===== config.mk =====
export PLATFORM = sky130hd
export DESIGN_NAME = msg_pingpong_ctrl
export DESIGN_NICKNAME = d
export VERILOG_FILES = /design/src/rtl/msg_pingpong_pkg.sv /design/src/rtl/msg_pingpong_counter.sv /design/src/rtl/msg_pingpong_flag.sv /design/src/rtl/msg_pingpong_fsm.sv /design/src/rtl/msg_pingpong_ctrl.sv
export SDC_FILE = /design/constraint.sdc
export NUM_CORES = 1
export LEC_CHECK = 0
export BUFFER_PORTS_ARGS = -buffer_cell sky130_fd_sc_hd__buf_4
export CAP_MARGIN = 5
export CORE_MARGIN = 2
export CORE_UTILIZATION = 35
export DETAILED_ROUTE_END_ITERATION = 10
export HOLD_SLACK_MARGIN = 0.06
export SYNTH_ARGS = -nofsm -noshare
export SYNTH_HDL_FRONTEND = slang
export SYNTH_SLANG_ARGS = --single-unit

===== constraint.sdc =====
create_clock -name clk -period 3 [get_ports clk]
set_input_delay 0.15 -clock clk [delete_from_list [all_inputs] [get_ports clk]]
set_output_delay 0.15 -clock clk [all_outputs]
set_load 0.05 [all_outputs]

===== src/rtl/msg_pingpong_pkg.sv =====
package msg_pingpong_pkg;

  typedef enum logic [1:0] {
    ST_FILL_A = 2'd0,
    ST_FILL_B = 2'd1,
    ST_HOLD   = 2'd2
  } mp_state_e;

  localparam int NUM_BUFS = 2;

endpackage


===== src/rtl/msg_pingpong_counter.sv =====
module msg_pingpong_counter #(
  parameter int DEPTH = 16,
  localparam int CW = $clog2(DEPTH + 1)
) (
  input  logic          clk,
  input  logic          rst,
  input  logic          inc_i,
  input  logic          clr_i,
  output logic [CW-1:0] cnt_o,
  output logic          at_cap_o
);

  logic [CW-1:0] cnt_q;

  always_ff @(posedge clk) begin
    if (rst)        cnt_q <= '0;
    else if (clr_i) cnt_q <= '0;
    else if (inc_i) cnt_q <= cnt_q + CW'(1);
  end

  assign cnt_o    = cnt_q;
  assign at_cap_o = (cnt_q == CW'(DEPTH));

endmodule


===== src/rtl/msg_pingpong_flag.sv =====
module msg_pingpong_flag (
  input  logic clk,
  input  logic rst,
  input  logic set_i,
  input  logic clr_i,
  output logic q_o
);

  logic q;

  always_ff @(posedge clk) begin
    if (rst)        q <= 1'b0;
    else if (set_i) q <= 1'b1;
    else if (clr_i) q <= 1'b0;
  end

  assign q_o = q;

endmodule


===== src/rtl/msg_pingpong_fsm.sv =====
module msg_pingpong_fsm
  import msg_pingpong_pkg::*;
(
  input  logic                clk,
  input  logic                rst,
  input  logic                wr_i,
  input  logic                last_i,
  input  logic [NUM_BUFS-1:0] ack_i,
  input  logic                at_cap_i,
  output mp_state_e           state_o,
  output logic                active_o,
  output logic [NUM_BUFS-1:0] full_o,
  output logic                cnt_inc_o,
  output logic                cnt_clr_o,
  output logic                overrun_evt_o,
  output logic                overflow_evt_o
);

  mp_state_e           state_q, state_n;
  logic                act_q, act_n;
  logic [NUM_BUFS-1:0] full_q, full_n;
  logic [NUM_BUFS-1:0] ack_eff;
  logic                both_held;
  logic                other;

  assign ack_eff   = ack_i & full_q;
  assign both_held = (state_q == ST_HOLD);
  assign other     = ~act_q;

  always_comb begin
    full_n         = full_q & ~ack_eff;
    act_n          = act_q;
    cnt_inc_o      = 1'b0;
    cnt_clr_o      = 1'b0;
    overrun_evt_o  = 1'b0;
    overflow_evt_o = 1'b0;
    if (both_held) begin
      overrun_evt_o = wr_i;
      if (ack_eff == 2'b11)   act_n = 1'b0;
      else if (ack_eff[0])    act_n = 1'b0;
      else if (ack_eff[1])    act_n = 1'b1;
      if (|ack_eff) cnt_clr_o = 1'b1;
    end else if (wr_i) begin
      if (at_cap_i) overflow_evt_o = 1'b1;
      else          cnt_inc_o      = 1'b1;
      if (last_i) begin
        full_n[act_q] = 1'b1;
        cnt_clr_o     = 1'b1;
        if (!full_n[other]) act_n = other;
      end
    end
  end

  always_comb begin
    if (full_n == 2'b11) state_n = ST_HOLD;
    else if (act_n)      state_n = ST_FILL_B;
    else                 state_n = ST_FILL_A;
  end

  always_ff @(posedge clk) begin
    if (rst) begin
      state_q <= ST_FILL_A;
      act_q   <= 1'b0;
      full_q  <= '0;
    end else begin
      state_q <= state_n;
      act_q   <= act_n;
      full_q  <= full_n;
    end
  end

  assign state_o  = state_q;
  assign active_o = act_q;
  assign full_o   = full_q;

endmodule


===== src/rtl/msg_pingpong_ctrl.sv =====
module msg_pingpong_ctrl
  import msg_pingpong_pkg::*;
#(
  parameter int DEPTH = 16,
  localparam int CW = $clog2(DEPTH + 1)
) (
  input  logic          clk,
  input  logic          rst,
  input  logic          wr_i,
  input  logic          last_i,
  input  logic [1:0]    ack_i,
  input  logic          clr_overrun_i,
  input  logic          clr_overflow_i,
  output logic [1:0]    state_o,
  output logic          active_o,
  output logic [1:0]    full_o,
  output logic [CW-1:0] fill_count_o,
  output logic          overrun_o,
  output logic          overflow_o
);

  localparam int NFLAGS = 2;

  mp_state_e         st;
  logic              cnt_inc, cnt_clr, at_cap;
  logic              ovr_evt, ovf_evt;
  logic [NFLAGS-1:0] flag_set, flag_clr, flag_q;

  msg_pingpong_fsm u_fsm (
    .clk           (clk),
    .rst           (rst),
    .wr_i          (wr_i),
    .last_i        (last_i),
    .ack_i         (ack_i),
    .at_cap_i      (at_cap),
    .state_o       (st),
    .active_o      (active_o),
    .full_o        (full_o),
    .cnt_inc_o     (cnt_inc),
    .cnt_clr_o     (cnt_clr),
    .overrun_evt_o (ovr_evt),
    .overflow_evt_o(ovf_evt)
  );

  msg_pingpong_counter #(.DEPTH(DEPTH)) u_cnt (
    .clk     (clk),
    .rst     (rst),
    .inc_i   (cnt_inc),
    .clr_i   (cnt_clr),
    .cnt_o   (fill_count_o),
    .at_cap_o(at_cap)
  );

  assign flag_set = {ovf_evt, ovr_evt};
  assign flag_clr = {clr_overflow_i, clr_overrun_i};

  for (genvar g = 0; g < NFLAGS; g++) begin : g_flag
    msg_pingpong_flag u_flag (
      .clk  (clk),
      .rst  (rst),
      .set_i(flag_set[g]),
      .clr_i(flag_clr[g]),
      .q_o  (flag_q[g])
    );
  end

  assign state_o    = st;
  assign overrun_o  = flag_q[0];
  assign overflow_o = flag_q[1];

endmodule


# Word level (Yosys, flattened, before mapping)
# Index checks and enable logic that the tools add are counted.
# op_classes
addsub	1
magnitude_cmp	3
n_eq_ne	4
mux	31
bitwise	5
n_reduce_logical	6
# ops
cell	n
1-bit 2-to-1 mux	26
2-bit 2-to-1 mux	4
2-bit equality test, second input constant	3
2-bit OR reduction	3
5-bit by 1-bit adder with 5-bit output, second input constant	1
5-bit equality test, second input constant	1
2-bit bitwise AND	2
1-bit by 2-bit < comparator with 1-bit output, second input constant	2
2-bit nonzero test	2
2-bit inverter	1
2-bit OR	1
1-bit demux with 1-bit select	1
1-bit greater-or-equal comparator, second input constant	1
1-bit logical AND	1
1-bit inverter	1
# totals
reg_bits	12
input_bits	8
output_inout_bits	12
word_cells	57

# Logic depth before layout (Yosys ltp)
# logic_depth
depth_word	13
mapped_depth	6
ltp_nobuf	6

# Cells and area by module
# From an unflattened synthesis, not the netlist that was laid out.
# unflattened
cells_unflattened	66
hier_area_um2	670.6
# modules_own_cells
mod	n_inst	cells_each	area_each_um2	seq_area_each_um2
msg_pingpong_fsm	1	31	301.5	100.1
msg_pingpong_counter	1	27	291.5	100.1
msg_pingpong_flag	2	4	38.8	20.0

# Least setup slack after synthesis
# OpenSTA, ideal clock, no wires.
# synth_path
path_type	reg-to-reg
startpoint	register u_cnt.cnt_q[0] (netlist: u_cnt.cnt_o[0])
endpoint	register u_cnt.cnt_q[2] (netlist: u_cnt.cnt_o[2])
setup_time_ps	67
arrival_ps	1721
required_time_ps	2933
path_slack_ps	1212
stages_incl_launch_ff	6
n_path_buf	0
synth_period_minus_slack_ps	1788
path_cell_list	dfxtp_1 inv_1 ha_1 and4bb_2 or4_4 a21oi_2
# synth_via
elab_chain_cells	4
word_cells_on_any_way	5
classes_between	add/sub (1); eq/ne (1); mux (3)
# synth_rtl
element	line	source
start: declaration	msg_pingpong_counter.sv:13	logic [CW-1:0] cnt_q;
start signal: assignment	msg_pingpong_counter.sv:18	else if (inc_i) cnt_q <= cnt_q + CW'(1);
5-bit equality test	msg_pingpong_counter.sv:22	assign at_cap_o = (cnt_q == CW'(DEPTH));
1-bit 2-to-1 mux	msg_pingpong_fsm.sv:44	if (at_cap_i) overflow_evt_o = 1'b1;
1-bit 2-to-1 mux	msg_pingpong_fsm.sv:43	end else if (wr_i) begin
1-bit 2-to-1 mux	msg_pingpong_fsm.sv:37	if (both_held) begin
# Several ways; a longest one is shown, not always the timed one.
# A chain may end at the register's enable or synchronous reset.

# Worst setup path in the final report
# Ends and elaborated chain as after synthesis.

==> results.txt <==
In this run the register-to-register setup slack is 1510 ps. The routed via count divided by cell count was 5.09. In the final layout, the share of cells above drive strength 1 is 29.7%. Row generation in the floorplan step produced 14 rows. Across the run, the number of max-cap violations was 0. Summed over all cells, the static leakage comes to 0.000336 uW. The cell area that synthesis handed to floorplanning was 599 um^2.

The final cell count without fillers was 107; the hold violation count in the final report was 0. For the aggregate routed wire length, the log shows 1290 um. The remaining global-route overflow was 0; the global-route usage over all layers was 15.5%. Post-CTS repair changed the size of 0 cells.

Yosys mapped the design onto 31 distinct sky130hd cell types. The number of pins exceeding their max-slew limit in the final report came out at 0. The first routing iteration left 9 violations. Before antenna repair, the detailed router went through 4 iterations. The worst hold path belongs to the class input port to flip-flop. Setup total negative slack on the finished layout was measured at 0 ps.

The total of endpoints with negative setup slack in the final report was 0. TritonCTS built the clock tree. At the pin with the least slew margin, the transition time is 529 ps. In this run the remaining antenna-violating nets after routing total 0.

Clock tree synthesis selected as its root buffer the cell sky130_fd_sc_hd__clkbuf_4. TritonCTS created 3 clock buffers. In this run the mean area of a mapped cell was 8.56 um^2. Between clock sinks in the finished design, the worst skew comes to 2.24 ps. Headroom to the max-slew limit came out at 64.6%. Setup repair after global routing left no endpoint under its margin. Derived from the worst setup path, the maximum achievable clock frequency is 672 MHz. The post-route clock period utilization was 49.6%. Cell accounting for the most synthesized area: sky130_fd_sc_hd__dfxtp_1. In this run the deepest clock path goes through 2 buffers.

The total of warnings raised by yosys came out at 0. Once the floorplan was initialized, standard cells occupied 38.4% of the core. The final routed wire length divided by cell count is 12.1 um, and the footprint of the flip-flops and latches is 240 um^2. The logs give 0 for the number of antenna violations at the first check in global routing and 0 for the count of hold buffers inserted by post-cts repair. Routability-driven placement finished with a final weighted congestion of 0.730. The top fanout value on the critical path was 4. The number of I/O pins is 20. The critical path capture point type is a flip-flop. The area growth from synthesis to layout is 30.7%. In the routed design, unresolved DRC markers number 0. The logs give 3220 ps for the worst path required time and 0.231 mV for the largest vdd supply drop. The HPWL after detailed placement is 973 um. The floorplan step defined a core boundary enclosing 1560 um^2. In this run the horizontal extent of the chip is 45.4 um. Entering global routing, the biggest net connects 10 pins. The run gives 507 as the number of global-route vias before repair.

The routed layout has 545 vias. Input and output buffers added on the ports amount to 19. The power density over the cells was 456 nW/um^2.

The number of register bits inferred by synthesis is 12. Counting every instance in the synthesized netlist gives 70. After layout, the design draws a total of 357 uW.

The repair_antennas step left the layout with diodes totalling 0. Kind of critical path: flip-flop to flip-flop. The post-CTS setup-driven buffer insertion count was 0.

The kind of start point of the critical path was a flip-flop. The clock sink count was 12. The run finished with clean final reports. Summing all multi-input logic gate instances after layout gives 333 um^2. Including well taps, the total number of placed cells is 103. The first global-routing pass estimated 2250 um of wire. Yosys attributes the largest share of cell area to sky130_fd_sc_hd__dfxtp_1 (40%), sky130_fd_sc_hd__nor2_1 (6.3%), sky130_fd_sc_hd__nand2_1 (4.4%). At the end of the flow, the number of nets in the layout was 102. The tools report the synthesized net count as 80.

Clock-pin slew was measured on the worst setup and hold paths at 80 ps. The floorplan die height is 45.4 um. For the data arrival at the endpoint of the critical path, the log shows 1710 ps. The clock latency reported for the late side of the worst-skew pair came out at 280 ps.

The CTS H-tree depth was 1; the number of fill cells in the layout was 147. After synthesis, flip-flops and latches occupy 40.1% of the total area. The clock period minus worst slack came out at 1490 ps. For the die outline area, the log shows 2060 um^2.

In this run the biggest area consumer among cell types represents 40.1% of the synthesized area.
-- final timing paths --
kind,from,to,cells past startpoint
setup / recovery,u_cnt.cnt_o[0],u_cnt.cnt_o[2],5
hold / removal,rst,u_fsm.full_o[0],2
setup reg to reg,u_cnt.cnt_o[0],u_cnt.cnt_o[2],5
hold reg to reg,g_flag[1].u_flag.q_o,g_flag[1].u_flag.q_o,2
-- critical path, cell delays in order, from the launching register on --
cell	delay (ps)
sky130_fd_sc_hd__dfxtp_1	380
sky130_fd_sc_hd__inv_1	90
sky130_fd_sc_hd__ha_1	200
sky130_fd_sc_hd__and4bb_2	240
sky130_fd_sc_hd__or4_4	420
sky130_fd_sc_hd__a21oi_2	110
-- report_power, final --
group	switching (uW)	internal, uW	total [uW]
sequential	5.97	164	170
clock	56.5	73.9	130
combinational	34.9	21.7	56.6
total	97.4	260	357
-- kinds of logic (layout without fill, tap and decap cells) --
| kind of cell | count (synthesis) | after routing | synth area share (%) |
|---|---|---|---|
| and+or+nand+nor | 33 | 33 | 28.8 |
| DFF | 12 | 12 | 40.1 |
| adders and majority gates | 2 | 2 | 4.17 |
| AOI/OAI and AO/OA | 13 | 13 | 14.6 |
| xor gates and xnor gates | 3 | 3 | 4.38 |
| buffers and inverters | 5 | 26 | 4.38 |
| muxes | 2 | 2 | 3.55 |
-- metal layers --
layer  track usage (%)  vias to the layer above  share of wire (%)
li1                  -                      285                  -
met1              22.7                      241                 52
met2              19.4                       14                 41
met3              4.76                        5                4.9
met4              8.82                        0                2.5
met5                 0                        -                  0
-- through the flow --
step                util (%)  hold slack (ps)  cell area, um^2  setup slack [ps]
floorplan                  -              289              599              1210
global placement        47.9              377              747              1530
detailed placement      47.9              380              747              1520
CTS                     50.2             85.2              783              1500
global route            50.2             90.3              783              1440
finish                  50.2             87.2              783              1510
-- synthesized netlist by cell type (all sizes together) --
| master | number |
|---|---|
| dfxtp | 12 |
| nor2 | 10 |
| nand2 | 7 |
| a21oi | 5 |
| inv | 3 |
| nor2b | 3 |
| buf | 2 |
| ha | 2 |
| nand2b | 2 |
| nand3 | 2 |
| nor3 | 2 |
| o21ai | 2 |
| xnor2 | 2 |
| a211oi | 1 |
| a21o | 1 |
| a221oi | 1 |
| a32oi | 1 |
| and3 | 1 |
| and4bb | 1 |
| mux2 | 1 |
| mux2i | 1 |
| nand3b | 1 |
| nand4 | 1 |
| o21bai | 1 |
| o32ai | 1 |
| or2b | 1 |
| or3 | 1 |
| or4 | 1 |
| xor2 | 1 |
-- cells in the final DEF, fill, tap and decap left out, types with 2 or more instances in the layout --
cell type                  count
sky130_fd_sc_hd__a21oi_1       4
sky130_fd_sc_hd__buf_4        19
sky130_fd_sc_hd__clkbuf_4      3
sky130_fd_sc_hd__dfxtp_1      12
sky130_fd_sc_hd__ha_1          2
sky130_fd_sc_hd__inv_1         3
sky130_fd_sc_hd__nand2_1       7
sky130_fd_sc_hd__nand2b_1      2
sky130_fd_sc_hd__nand3_1       2
sky130_fd_sc_hd__nor2_1       10
sky130_fd_sc_hd__nor2b_1       3
sky130_fd_sc_hd__nor3_1        2
sky130_fd_sc_hd__o21ai_0       2
sky130_fd_sc_hd__xnor2_1       2
-- area by class of cell --
type | instances | area share, %
Multi-Input combinational cell | 53 | 42.5
Sequential cell | 12 | 30.7
Timing Repair Buffer | 19 | 18.2
Clock buffer | 4 | 4.63
Tap cell | 16 | 2.56
Inverter | 3 | 1.44
-- state kept, by name (all words and copies together) (netlist names) --
| register | count |
|---|---|
| u_fsm.state_o | 2 |
| u_cnt.cnt_o | 5 |
| g_flag.u_flag.q_o | 2 |
| u_fsm.full_o | 2 |
| u_fsm.active_o | 1 |
(Power assumes the default switching activity.)
